===== config.mk =====
export PLATFORM = sky130hd
export DESIGN_NAME = nsram_ctrl
export DESIGN_NICKNAME = d
export VERILOG_FILES = /design/src/rtl/nsram_pkg.sv /design/src/rtl/nsram_timer.sv /design/src/rtl/nsram_seq.sv /design/src/rtl/nsram_datapath.sv /design/src/rtl/nsram_ctrl.sv
export SDC_FILE = /design/constraint.sdc
export NUM_CORES = 1
export LEC_CHECK = 0
export CORE_UTILIZATION = 30
export CTS_BUF_LIST = sky130_fd_sc_hd__clkbuf_4
export CTS_CLUSTER_DIAMETER = 40
export CTS_CLUSTER_SIZE = 12
export DETAILED_ROUTE_END_ITERATION = 12
export DONT_BUFFER_PORTS = 1
export RECOVER_POWER = 25
export SETUP_SLACK_MARGIN = 0.3
export SLEW_MARGIN = 40
export SYNTH_ARGS = -nofsm -noshare
export SYNTH_HDL_FRONTEND = slang
export SYNTH_SLANG_ARGS = --single-unit

===== constraint.sdc =====
create_clock -name clk -period 4.3 [get_ports clk]
set_clock_uncertainty 0.2 [all_clocks]
set_input_delay 0.86 -clock clk [delete_from_list [all_inputs] [get_ports clk]]
set_output_delay 0.86 -clock clk [all_outputs]
set_load 0.01 [all_outputs]

===== src/rtl/nsram_pkg.sv =====
package nsram_pkg;

   typedef enum logic [3:0] {
      ST_IDLE,
      ST_SETUP,
      ST_STROBE,
      ST_RECOV,
      ST_ACCESS,
      ST_ACK,
      ST_RELEASE,
      ST_RET_HOLD,
      ST_RET_WAKE
   } nsram_state_e;

   // Registered pin image of one state
   typedef struct packed {
      logic sel_n;
      logic wstb_n;
      logic drive;
      logic ack;
      logic ret_ok;
   } nsram_pins_t;

   function automatic int max_of(input int a, input int b);
      return (a > b) ? a : b;
   endfunction

   function automatic nsram_pins_t pins_for(input nsram_state_e s);
      nsram_pins_t p;
      p = '{sel_n: 1'b1, wstb_n: 1'b1, drive: 1'b0, ack: 1'b0, ret_ok: 1'b0};
      case (s)
         ST_STROBE: begin
            p.sel_n  = 1'b0;
            p.wstb_n = 1'b0;
            p.drive  = 1'b1;
         end
         ST_ACCESS:   p.sel_n  = 1'b0;
         ST_ACK:      p.ack    = 1'b1;
         ST_RET_HOLD: p.ret_ok = 1'b1;
         default: ;
      endcase
      return p;
   endfunction

endpackage


===== src/rtl/nsram_timer.sv =====
module nsram_timer #(
   parameter int CNT_W = 4
) (
   input  logic             clk,
   input  logic             rst_n,
   input  logic             load,
   input  logic [CNT_W-1:0] load_val,
   output logic             expired
);

   logic [CNT_W-1:0] cnt_q;

   always_ff @(posedge clk or negedge rst_n) begin
      if (!rst_n) begin
         cnt_q <= '0;
      end else if (load) begin
         cnt_q <= load_val;
      end else if (cnt_q != '0) begin
         cnt_q <= cnt_q - 1'b1;
      end
   end

   assign expired = (cnt_q == '0);

endmodule


===== src/rtl/nsram_seq.sv =====
module nsram_seq
   import nsram_pkg::*;
#(
   parameter int AS_CYC   = 1,
   parameter int WP_CYC   = 2,
   parameter int WR_CYC   = 1,
   parameter int ACC_CYC  = 3,
   parameter int HZ_CYC   = 2,
   parameter int WAKE_CYC = 8,
   parameter int CNT_W    = 4
) (
   input  logic             clk,
   input  logic             rst_n,
   input  logic             req_valid,
   input  logic             req_write,
   input  logic             ret_req,
   input  logic             op_write_q,
   input  logic             tmr_expired,
   output nsram_state_e     state_d,
   output logic             tmr_load,
   output logic [CNT_W-1:0] tmr_val,
   output logic             accept,
   output logic             capture
);

   // Zero-length phases are skipped by picking the entry state at elaboration
   localparam nsram_state_e WR_ENTRY = (AS_CYC > 0) ? ST_SETUP : ST_STROBE;
   localparam nsram_state_e RD_EXIT  = (HZ_CYC > 0) ? ST_RELEASE : ST_IDLE;

   nsram_state_e state_q;

   function automatic logic [CNT_W-1:0] span(input nsram_state_e s);
      case (s)
         ST_SETUP:    return CNT_W'(max_of(AS_CYC, 1) - 1);
         ST_STROBE:   return CNT_W'(WP_CYC - 1);
         ST_RECOV:    return CNT_W'(WR_CYC - 1);
         ST_ACCESS:   return CNT_W'(ACC_CYC - 1);
         ST_RELEASE:  return CNT_W'(max_of(HZ_CYC, 1) - 1);
         ST_RET_WAKE: return CNT_W'(WAKE_CYC - 1);
         default:     return '0;
      endcase
   endfunction

   always_comb begin
      state_d = state_q;
      case (state_q)
         ST_IDLE: begin
            if (ret_req)        state_d = ST_RET_HOLD;
            else if (req_valid) state_d = req_write ? WR_ENTRY : ST_ACCESS;
         end
         ST_SETUP:    if (tmr_expired) state_d = ST_STROBE;
         ST_STROBE:   if (tmr_expired) state_d = ST_RECOV;
         ST_RECOV:    if (tmr_expired) state_d = ST_ACK;
         ST_ACCESS:   if (tmr_expired) state_d = ST_ACK;
         ST_ACK:      state_d = op_write_q ? ST_IDLE : RD_EXIT;
         ST_RELEASE:  if (tmr_expired) state_d = ST_IDLE;
         ST_RET_HOLD: if (!ret_req)    state_d = ST_RET_WAKE;
         ST_RET_WAKE: if (tmr_expired) state_d = ST_IDLE;
         default:     state_d = ST_IDLE;
      endcase
   end

   assign tmr_load = (state_d != state_q);
   assign tmr_val  = span(state_d);
   assign accept   = (state_q == ST_IDLE) && !ret_req && req_valid;
   assign capture  = (state_q == ST_ACCESS) && tmr_expired;

   always_ff @(posedge clk or negedge rst_n) begin
      if (!rst_n) state_q <= ST_IDLE;
      else        state_q <= state_d;
   end

   AST_ACK_ONE_CYCLE: assert property (@(posedge clk) disable iff (!rst_n)
      (state_q == ST_ACK) |=> (state_q != ST_ACK));
   AST_RET_ONLY_FROM_IDLE: assert property (@(posedge clk) disable iff (!rst_n)
      $rose(state_q == ST_RET_HOLD) |-> ($past(state_q) == ST_IDLE));
   AST_WAKE_FOLLOWS_HOLD: assert property (@(posedge clk) disable iff (!rst_n)
      (state_q == ST_RET_HOLD && !ret_req) |=> (state_q == ST_RET_WAKE));
   AST_WAKE_NO_SERVICE: assert property (@(posedge clk) disable iff (!rst_n)
      (state_q == ST_RET_WAKE) |=> (state_q inside {ST_RET_WAKE, ST_IDLE}));

endmodule


===== src/rtl/nsram_datapath.sv =====
module nsram_datapath
   import nsram_pkg::*;
#(
   parameter int ADDR_W = 16,
   parameter int DATA_W = 4
) (
   input  logic              clk,
   input  logic              rst_n,
   input  logic              accept,
   input  logic              capture,
   input  logic              req_write,
   input  logic [ADDR_W-1:0] req_addr,
   input  logic [DATA_W-1:0] req_wdata,
   input  nsram_state_e      state_d,
   input  logic [DATA_W-1:0] ram_dq_in,
   output logic              op_write_q,
   output logic [ADDR_W-1:0] ram_addr,
   output logic [DATA_W-1:0] ram_dq_out,
   output logic [DATA_W-1:0] rd_data,
   output nsram_pins_t       pins_q
);

   always_ff @(posedge clk or negedge rst_n) begin
      if (!rst_n) begin
         ram_addr   <= '0;
         op_write_q <= 1'b0;
      end else if (accept) begin
         ram_addr   <= req_addr;
         op_write_q <= req_write;
      end
   end

   // Pin controls are registered from the next state: glitch-free strobes
   always_ff @(posedge clk or negedge rst_n) begin
      if (!rst_n) pins_q <= pins_for(ST_IDLE);
      else        pins_q <= pins_for(state_d);
   end

   for (genvar i = 0; i < DATA_W; i++) begin : g_lane
      logic wbit_q;
      logic rbit_q;
      always_ff @(posedge clk or negedge rst_n) begin
         if (!rst_n) begin
            wbit_q <= 1'b0;
            rbit_q <= 1'b0;
         end else begin
            if (accept && req_write) wbit_q <= req_wdata[i];
            if (capture)             rbit_q <= ram_dq_in[i];
         end
      end
      assign ram_dq_out[i] = wbit_q;
      assign rd_data[i]    = rbit_q;
   end

   AST_DRIVE_IN_STROBE: assert property (@(posedge clk) disable iff (!rst_n)
      pins_q.drive |-> (!pins_q.sel_n && !pins_q.wstb_n));
   AST_STROBE_WITH_SEL: assert property (@(posedge clk) disable iff (!rst_n)
      (!pins_q.wstb_n) |-> (!pins_q.sel_n));
   AST_ADDR_HELD_WRITE: assert property (@(posedge clk) disable iff (!rst_n)
      (!pins_q.wstb_n) |=> $stable(ram_addr));
   AST_RDATA_HELD: assert property (@(posedge clk) disable iff (!rst_n)
      (!capture) |=> $stable(rd_data));
   AST_ACK_PULSE: assert property (@(posedge clk) disable iff (!rst_n)
      pins_q.ack |=> !pins_q.ack);
   AST_RET_QUIET: assert property (@(posedge clk) disable iff (!rst_n)
      pins_q.ret_ok |-> (pins_q.sel_n && !pins_q.ack));

endmodule


===== src/rtl/nsram_ctrl.sv =====
module nsram_ctrl
   import nsram_pkg::*;
#(
   parameter int ADDR_W   = 16,
   parameter int DATA_W   = 4,
   parameter int AS_CYC   = 1,
   parameter int WP_CYC   = 2,
   parameter int WR_CYC   = 1,
   parameter int ACC_CYC  = 3,
   parameter int HZ_CYC   = 2,
   parameter int WAKE_CYC = 500000
) (
   input  logic              clk,
   input  logic              rst_n,
   input  logic              req_valid,
   input  logic              req_write,
   input  logic [ADDR_W-1:0] req_addr,
   input  logic [DATA_W-1:0] req_wdata,
   output logic              req_ack,
   output logic [DATA_W-1:0] rd_data,
   input  logic              ret_req,
   output logic              ret_ok,
   output logic [ADDR_W-1:0] ram_addr,
   output logic              ram_sel_n,
   output logic              ram_wstb_n,
   output logic [DATA_W-1:0] ram_dq_out,
   output logic              ram_dq_oe,
   input  logic [DATA_W-1:0] ram_dq_in
);

   localparam int MAX_SPAN = max_of(max_of(max_of(AS_CYC, WP_CYC), max_of(WR_CYC, ACC_CYC)),
                                    max_of(HZ_CYC, WAKE_CYC));
   localparam int CNT_W    = $clog2(MAX_SPAN + 1);

   initial begin
      assert (ADDR_W >= 1)   else $error("ADDR_W must be at least 1");
      assert (DATA_W >= 1)   else $error("DATA_W must be at least 1");
      assert (AS_CYC >= 0)   else $error("AS_CYC must not be negative");
      assert (WP_CYC >= 1)   else $error("WP_CYC must be at least 1");
      assert (WR_CYC >= 1)   else $error("WR_CYC must be at least 1");
      assert (ACC_CYC >= 1)  else $error("ACC_CYC must be at least 1");
      assert (HZ_CYC >= 0)   else $error("HZ_CYC must not be negative");
      assert (WAKE_CYC >= 1) else $error("WAKE_CYC must be at least 1");
   end

   nsram_state_e     state_d;
   logic             tmr_load;
   logic [CNT_W-1:0] tmr_val;
   logic             tmr_expired;
   logic             accept;
   logic             capture;
   logic             op_write_q;
   nsram_pins_t      pins_q;

   nsram_timer #(.CNT_W(CNT_W)) timer_i (
      .clk      (clk),
      .rst_n    (rst_n),
      .load     (tmr_load),
      .load_val (tmr_val),
      .expired  (tmr_expired)
   );

   nsram_seq #(
      .AS_CYC   (AS_CYC),
      .WP_CYC   (WP_CYC),
      .WR_CYC   (WR_CYC),
      .ACC_CYC  (ACC_CYC),
      .HZ_CYC   (HZ_CYC),
      .WAKE_CYC (WAKE_CYC),
      .CNT_W    (CNT_W)
   ) seq_i (
      .clk         (clk),
      .rst_n       (rst_n),
      .req_valid   (req_valid),
      .req_write   (req_write),
      .ret_req     (ret_req),
      .op_write_q  (op_write_q),
      .tmr_expired (tmr_expired),
      .state_d     (state_d),
      .tmr_load    (tmr_load),
      .tmr_val     (tmr_val),
      .accept      (accept),
      .capture     (capture)
   );

   nsram_datapath #(
      .ADDR_W (ADDR_W),
      .DATA_W (DATA_W)
   ) dp_i (
      .clk        (clk),
      .rst_n      (rst_n),
      .accept     (accept),
      .capture    (capture),
      .req_write  (req_write),
      .req_addr   (req_addr),
      .req_wdata  (req_wdata),
      .state_d    (state_d),
      .ram_dq_in  (ram_dq_in),
      .op_write_q (op_write_q),
      .ram_addr   (ram_addr),
      .ram_dq_out (ram_dq_out),
      .rd_data    (rd_data),
      .pins_q     (pins_q)
   );

   assign ram_sel_n  = pins_q.sel_n;
   assign ram_wstb_n = pins_q.wstb_n;
   assign ram_dq_oe  = pins_q.drive;
   assign req_ack    = pins_q.ack;
   assign ret_ok     = pins_q.ret_ok;

   AST_NO_RAM_DRIVE_CLASH: assert property (@(posedge clk) disable iff (!rst_n)
      !(ram_dq_oe && !ram_sel_n && ram_wstb_n));
   AST_NO_ACK_IN_RET: assert property (@(posedge clk) disable iff (!rst_n)
      ret_ok |=> (!req_ack));

endmodule


# Word-level counts from Yosys, hierarchy flattened

Cells that the tools add are included.

Register bits: 53
Bits of input ports: 29
Logic and storage cells: 63

Add/subtract/negate cells: 1
Equality and inequality tests: 15
Mux-type cells: 17
Reductions and logical operators: 13

Operator list:

| kind                                                                  | number |
|---|---|
| 19-bit case mux with 3 select lines                                   | 1 |
| 19-bit 2-to-1 mux                                                     | 2 |
| 4-bit by 3-bit equality test with 1-bit output, second input constant | 8 |
| 4-bit 2-to-1 mux                                                      | 7 |
| 4-bit case mux with 7 select lines                                    | 1 |
| 19-bit logical NOT                                                    | 1 |
| 19-bit nonzero test                                                   | 1 |
| 19-bit by 1-bit subtractor with 19-bit output, second input constant  | 1 |
| 4-bit by 2-bit equality test with 1-bit output, second input constant | 3 |
| 4-bit equality test, second input constant                            | 2 |
| 2-bit OR reduction                                                    | 4 |
| 3-bit 2-to-1 mux                                                      | 2 |
| 4-bit by 1-bit equality test with 1-bit output, second input constant | 1 |
| 1-bit logical AND                                                     | 4 |
| 4-bit logical NOT                                                     | 1 |
| 4-bit != test                                                         | 1 |
| 1-bit 2-to-1 mux                                                      | 3 |
| 2-bit 2-to-1 mux                                                      | 1 |
| 2-bit nonzero test                                                    | 1 |
| 1-bit logical NOT                                                     | 1 |

# Depth between registers and ports, before layout

Gate-level depths: netlist of run 1.

Word-level depth: 8
Mapped depth: 10

# Modules after synthesis

Synthesis of run 1 repeated with hierarchy kept, for this count alone.

Cells, all modules: 273
Area total of the unflattened synthesis: 2902.8 µm²

By module, submodules not included:

| module         | instances | cells each | area an instance (µm²) | sequential area each (µm²) |
|---|---|---|---|---|
| nsram_datapath | 1         | 75         | 1213.7                 | 753.2 |
| nsram_timer    | 1         | 127        | 1117.3                 | 475.5 |
| nsram_seq      | 1         | 71         | 571.8                  | 100.1 |

# Worst setup path after synthesis of run 1

OpenSTA, ideal clock, no wires.

Path type: register -> register
Start point: reg timer_i.cnt_q[0]
End point: reg dp_i.g_lane[0].rbit_q
Setup time: 0.125 ns
Data arrival time: 2.578 ns
Setup slack: 1.397 ns
Stages on the path, launching flop included: 9
Path buffers: 1
Period minus slack after synthesis: 2.903 ns
Cell sequence: dfrtp_1 -> inv_1 -> ha_1 -> nor3b_1 -> or4b_4 -> buf_6 -> or3_4 -> nand3b_4 -> mux2_4

Word-level cells in the longest chain between the ends: 2

Ends and longest elaborated chain:

| item                   | RTL line             | text |
|---|---|---|
| start, declared        | nsram_timer.sv:11    | `logic [CNT_W-1:0] cnt_q;` |
| start signal, assigned | nsram_timer.sv:17    | `cnt_q <= load_val;` |
| start signal, assigned | nsram_timer.sv:19    | `cnt_q <= cnt_q - 1'b1;` |
| 19-bit logical NOT     | nsram_timer.sv:23    | `assign expired = (cnt_q == '0);` |
| 1-bit logical AND      | nsram_seq.sv:66      | `assign capture = (state_q == ST_ACCESS) && tmr_expired;` |
| end signal, assigned   | nsram_datapath.sv:48 | `if (capture) rbit_q <= ram_dq_in[i];` |
| end, declared          | nsram_datapath.sv:41 | `logic rbit_q;` |

No other way between the ends.
A chain may end at the register's enable or synchronous reset.

# Worst setup path after layout of run 1

Start point: reg timer_i.cnt_q[9]
End point: reg timer_i.cnt_q[15]

Word-level cells in the longest chain between the ends: 7

Ends and longest elaborated chain:

| item                                                                                                             | RTL line          | text |
|---|---|---|
| 19-bit logical NOT                                                                                               | nsram_timer.sv:23 |  |
| 4-bit 2-to-1 mux (on tied branches)                                                                              | -                 |  |
| 4-bit case mux with 7 select lines                                                                               | nsram_seq.sv:46   | `case (state_q)` |
| 4-bit by 3-bit equality test with 1-bit output or 4-bit by 2-bit equality test with 1-bit output (tied branches) | nsram_seq.sv:33   | `case (s)` |
| 2-bit OR reduction (no line)                                                                                     | -                 |  |
| 19-bit case mux with 3 select lines                                                                              | nsram_seq.sv:33   |  |
| 19-bit 2-to-1 mux                                                                                                | nsram_timer.sv:16 | `end else if (load) begin` |

Several ways; a longest one is shown, not always the timed one. The select of a mux whose other input is x is not followed.

==> summary.txt, run 1 <==
Yosys
  – EDFF count, synth: 0
  – Sequential share of the synthesized area: between 40 and 50%
  – Yosys warning total: 0
  – Avg Cell Area, Syn: 9.758 sq um
  – Cell variety after synth: 56
  – Syn Std Cell Area: around 2700 sq um
  – Post-synth top area cell: dfrtp_1
  – Async set or reset register ratio after synthesis: 100.0%
  – Top-area cell type share of the netlist area: a little under half
  – Synth top area cells: dfrtp_1, nand2_1, xnor2_1
  – Post-Syn Nets: between 300 and 400
  – Synth Flop Type: dfrtp_1
  – Synthesis-stage register bit count: 53
  – Syn Inst Count: 279

Pwr
  – Worst VDD drop: between 150 and 200 uV
  – Total design power: between 1.5 and 2 mW
  – Pwr per Cell Area: between 500 and 600 nW/um^2
  – P_leak: between 1 and 1.5 nW

Critical path
  – Worst Path Max Fanout: 18
  – R2R depth: 7
  – Crit path to: timer_i.cnt_q[15]
  – Worst r2r src: timer_i.cnt_q[9]
  – Critical path type: reg2reg
  – WP data arrival: 3.42 ns
  – Cell-by-cell listing of the critical path: or4_1, or4b_4, nor2_4, a21oi_1, o311ai_4, o21ai_0, nor2b_1
  – Reg2reg end: timer_i.cnt_q[15]
  – CP startpoint: timer_i.cnt_q[9]
  – CP Launch Type: flop
  – Reg2reg setup slack: ~0.94 ns
  – Worst Setup End Kind: flop
  – CP required: 4.36 ns
  – CP max stage delay: approximately 0.65 ns
  – Slowest-stage cell, CP: o311ai_4

Global routing
  – GRT overflow: 0
  – First-pass GRT wire length: 9252 microns
  – Vias in the first global route: 1,865
  – Total track usage: around an eighth
  – Largest net degree at the start of global routing: between 50 and 60
  – Initial antenna violation count: 0

Placement
  – Routability cong.: roughly 0.82
  – Port bufs: 0
  – Post-DP HPWL: roughly 3800 microns

Die
  – Die Wd: 97.27 microns
  – Total die area: between 9000 and 10,000 sq um
  – Die H: 97.27 microns
  – # rows: 34
  – Initial core utilization: between 30 and 40%
  – I/O pin cnt: 58
  – Core region area: 8763 sq um

Timing
  – Final setup viols: 0
  – RSZ-0062 raised after global routing: false
  – Worst-margin pin slew: between 2 and 3 ns
  – Final Hold Fails: 0
  – Final period util: 78.14%
  – Hold_ws: 0.1050 ns
  – Period minus WS final: between 3 and 4 ns
  – Setup_tns: 0 ns
  – Max Slew Vio Count: 52
  – FMAX: about 0.3 GHz
  – Normalized max-slew margin: -76.80%

Routing
  – Pre-antenna DRT Iters: 4
  – Via total after detailed routing: between 1,500 and 2,000
  – Routed WL: approximately 5500 microns
  – Via-per-instance ratio: around 5.0
  – Antenna Violating Nets Remaining: 0
  – Wire per inst: roughly 14 microns
  – Initial DRC count: 84
  – Drc violations: 0

Cells and area
  – Commonest non-fill, non-tap cell in the layout: nand2_1
  – Fraction of layout cells with a size suffix above 1: between 10% and 20%
  – Area Growth Syn to Fin: 5.147%
  – Nets: 300
  – Commonest cells after routing, fill and taps aside: nand2_1, dfrtp_1, nor2_1, o21ai_0, xnor2_1
  – N_diodes: 0

Run
  – MaxCap Viol Count: 1

Clock tree
  – CTS Buffer Depth: 2
  – CTS tree: done
  – Clock Pin Slew Worst Setup and Hold Paths: between 0.1 and 0.15 ns
  – Post_cts resized: 0
  – # clock sinks: between 50 and 60
  – CTS buffer count: 5
  – Worst skew pair latency: 0.39 ns
  – CTS Root Cell: clkbuf_4
  – H-tree depth: 2

Min path
  – HP Class: in2async

Status
  – Failing checks: max-capacitance violations, max-slew violations
  – Status: complete, but fails checks
## critical path: cells and delay by family (launching register included)
family             cells  cell delay [ns]
and+or+nand+nor        4             1.61
DFF                    1             0.43
AOI/OAI and AO/OA      3             1.00
## per-stage QoR
step | area (sq um) | util [%] | std cells | worst slack, ns
5_1_grt | 2863 | 32.67 | 379 | 0.6631
2_1_floorplan | 2723 | - | 279 | 1.397
3_5_place_dp | 2756 | 31.45 | 370 | 0.9393
3_3_place_gp | 2756 | 31.45 | 370 | 1.014
4_1_cts | 2887 | 32.94 | 379 | 0.9090
6_report | 2863 | 32.67 | 379 | 0.9401
## metal layers
metal  global-route usage, %  wire (microns)  up-vias
li1                        -               -      927
met4                   4.412              99        0
met1                   15.65            2577      926
met2                   19.93            2549       44
met3                   2.734             226        7
met5                       0               0        -
## synth_stat cells, types with 2 or more instances
cell      count
buf_4         8
inv_1         6
a31oi_1       4
a21oi_1      10
o211ai_1      2
buf_6         2
nor4_1        7
dfrtp_1      51
mux2_2        4
xnor2_1      14
xor2_1        2
nor2_1       20
nor2b_1       8
dfstp_2       2
nand3_1       6
mux2_4        4
o21ai_0      15
nand3b_1      2
nor3_1        4
clkbuf_1      8
nor3b_1       4
nand2_1      62
## cell type report
cell class / instances / area, sq um
Multi-Input combinational cell: 200 / 1251
Clock inverter: 3 / 65.06
Tap cell: 108 / 135.1
Inverter: 7 / 26.28
Clock buffer: 5 / 37.54
Timing Repair Buffer: 3 / 18.77
Fill cell: 904 / 5901
Sequential cell: 53 / 1329
## sequential cells by signal, indices dropped and copies added (netlist names)
name and count:
dp_i.pins_q 5, dp_i.g_lane.rbit_q 4, seq_i.state_q 4, dp_i.op_write_q 1, dp_i.ram_addr 16, timer_i.cnt_q 19, dp_i.g_lane.wbit_q 4
## worst min path at each step
stage / start / end / depth (start not counted)
after floorplan: dp_i.g_lane[0].wbit_q / dp_i.g_lane[0].wbit_q / 1
after global placement: timer_i.cnt_q[9] / timer_i.cnt_q[9] / 2
after detailed placement: dp_i.ram_addr[7] / dp_i.ram_addr[7] / 2
after CTS: rst_n / dp_i.pins_q[3] / 0
after global routing: rst_n / dp_i.pins_q[3] / 0
final: rst_n / dp_i.pins_q[3] / 0
## logic make-up (layout without fill, tap and decap cells)
family                   count (synthesis)  count (layout)  synth area share (%)
multiplexers                             8               8                 3.860
adder cells (fa/ha/maj)                  1               1                0.4595
flip-flops                              53              53                 48.80
AO/OA/AOI/OAI                           45              45                 12.04
XOR/XNOR                                16              16                 5.147
buffers and inverters                   26              18                 5.239
AND/OR/NAND/NOR                        130             130                 24.45
## timing repair
action	4_1_cts	5_1_grt
buffers inserted	0	0
endpoints found under the hold margin	51	0
hold buffers	1	0
## power breakdown
group          switching (mW)  internal [mW]
sequential              0.226          0.697
combinational           0.216          0.225
clock                   0.159          0.180
Power figures use the tool's default switching activity.
==> run 2: changes to the inputs <==
- clock period: 4.3 -> 3.05 ns (I/O delays scaled with it)
==> summary.txt, run 2 (same netlist as run 1, synthesis figures left out) <==
Cells and area
  – Largest regs: timer_i.cnt_q x19, dp_i.ram_addr x16, dp_i.pins_q x5
  – Area Growth Syn to Fin: 16.41%
  – Nets: ~320
  – Fillcell total: between 800 and 900
  – Max reg flops: 19
  – Biggest register: timer_i.cnt_q
  – Fraction of layout cells with a size suffix above 1: about a quarter
  – Commonest cells after routing, fill and taps aside: nand2_1, dfrtp_1, buf_4
  – N_diodes: 0
  – Commonest non-fill, non-tap cell in the layout: nand2_1

Die
  – Initial core utilization: a little under a third
  – I/O pin cnt: a little under 60
  – # rows: 34
  – Die Wd: approximately 97 microns
  – Core region area: about 8800 sq um
  – Total die area: approximately 9500 sq um
  – Die H: roughly 97 microns

Timing
  – Final setup viols: 0
  – Worst-margin pin slew: 1.324 ns
  – Normalized max-slew margin: 11.76%
  – Final Hold Fails: 0
  – Period minus WS final: approximately 2.9 ns
  – RSZ-0062 raised after global routing: true
  – Setup_tns: 0 ns
  – Hold_ws: 0.1184 ns
  – Max Slew Vio Count: 0
  – Final period util: a little over nine tenths
  – FMAX: around 0.34 GHz

Routing
  – Antenna Violating Nets Remaining: 0
  – Drc violations: 0
  – Initial DRC count: 80
  – Via-per-instance ratio: around 5.1
  – Wire per inst: between 15 and 20 microns
  – Via total after detailed routing: a little over 2,000
  – Pre-antenna DRT Iters: 4
  – Routed WL: 6044 microns

Clock tree
  – CTS tree: done
  – # clock sinks: 53
  – Worst skew pair latency: approximately 0.37 ns
  – Clock Pin Slew Worst Setup and Hold Paths: about 0.17 ns
  – CTS Root Cell: clkbuf_4
  – CTS buffer count: 5
  – CTS Buffer Depth: 2
  – H-tree depth: 2

Run
  – MaxCap Viol Count: 0

Critical path
  – Worst Setup End Kind: flop
  – Worst Path Max Fanout: 8
  – CP Launch Type: flop
  – CP required: between 3 and 4 ns
  – Critical path type: reg2reg
  – WP data arrival: 3.02 ns

Min path
  – HP Class: in2reg

Placement
  – Routability cong.: between 0.8 and 0.9
  – Port bufs: 0
  – Post-DP HPWL: 3734 microns

Global routing
  – Total track usage: between 10% and 20%
  – Largest net degree at the start of global routing: 54
  – GRT overflow: 0
  – Vias in the first global route: between 2,000 and 2,500
  – Initial antenna violation count: 0
  – First-pass GRT wire length: 10,250 microns

Status
  – Status: finished clean

Pwr
  – Worst VDD drop: approximately 210 uV
  – P_leak: 1.373 nW
  – Pwr per Cell Area: 731.8 nW/um^2
  – Total design power: between 2 and 2.5 mW
==> run 2: cell count changes in the layout (fill, tap and decap cells not counted), moves of 2 or more <==
cell	change
bufinv_16	-2
a21oi_2	+3
a21oi_1	-5
nor4_4	+2
nor2_2	+5
nor2_1	-6
buf_4	+15
a21oi_4	+2
buf_6	+3
==> run 2: report_power, final <==
part,total (mW),leakage [nW],internal [mW],switching (mW)
sequential,1.30,0.668,0.983,0.318
clock,0.315,0.0310,0.0877,0.227
combinational,0.703,0.674,0.367,0.336
total,2.32,1.37,1.44,0.882
==> run 2: path summary, 6_finish.rpt <==
path | end | depth (start not counted) | slack [ns] | from
max | timer_i.cnt_q[8] | 10 | 0.13 | timer_i.cnt_q[8]
min | dp_i.ram_addr[2] | 2 | 0.12 | req_addr[2]
max reg2reg | timer_i.cnt_q[8] | 10 | 0.13 | timer_i.cnt_q[8]
min reg2reg | dp_i.ram_addr[1] | 2 | 0.37 | dp_i.ram_addr[1]
max in group asynchronous | seq_i.state_q[0] | 2 | 0.88 | rst_n
min in group asynchronous | dp_i.ram_addr[15] | 2 | 0.87 | rst_n
==> run 2: repair_timing <==
item / 4_1_cts / 5_1_grt
endpoints found under the hold margin: 53 / 0
hold buffers: 2 / 0
setup buffers: 12 / 4
resized for setup: 23 / 12
pin swaps: 10 / 3
endpoints found under the setup margin: 19 / 32
==> run 2: critical path, stage by stage, from the launching register on <==
cell	delay, ns
dfrtp_1	0.41
or4_4	0.53
or4b_4	0.53
buf_6	0.15
nor2_4	0.18
a21oi_4	0.09
o311ai_4	0.26
buf_12	0.17
buf_8	0.13
nor2_4	0.07
nor2b_1	0.12
==> run 2: cell type report <==
class	instances	area (sq um)	area share [%]
multi-input combinational	200	1406	44.37
sequential	53	1330	41.97
timing repair buffer	25	216.5	6.830
tap	108	135.1	4.264
clock buffer	5	37.54	1.184
inverter	7	26.28	0.8291
clock inverter	3	17.52	0.5527
==> run 2: routing by layer <==
metal	wire length (microns)	global-route usage (%)
met3	300	3.022
met1	2706	16.41
met2	2909	22.54
met5	0	0
met4	127	5.543
==> run 2: stage by stage <==
| step | cells | setup WS, ns | instance area [sq um] | utilization [%] |
|---|---|---|---|---|
| after CTS | 397 | 0.1493 | 3114 | 35.54 |
| after floorplan | 279 | 0.3026 | 2731 | - |
| after global routing | 401 | 0.02483 | 3169 | 36.17 |
| after global placement | 375 | 0.1295 | 2815 | 32.12 |
| after detailed placement | 375 | 0.1115 | 2815 | 32.12 |
| final | 401 | 0.1345 | 3169 | 36.17 |
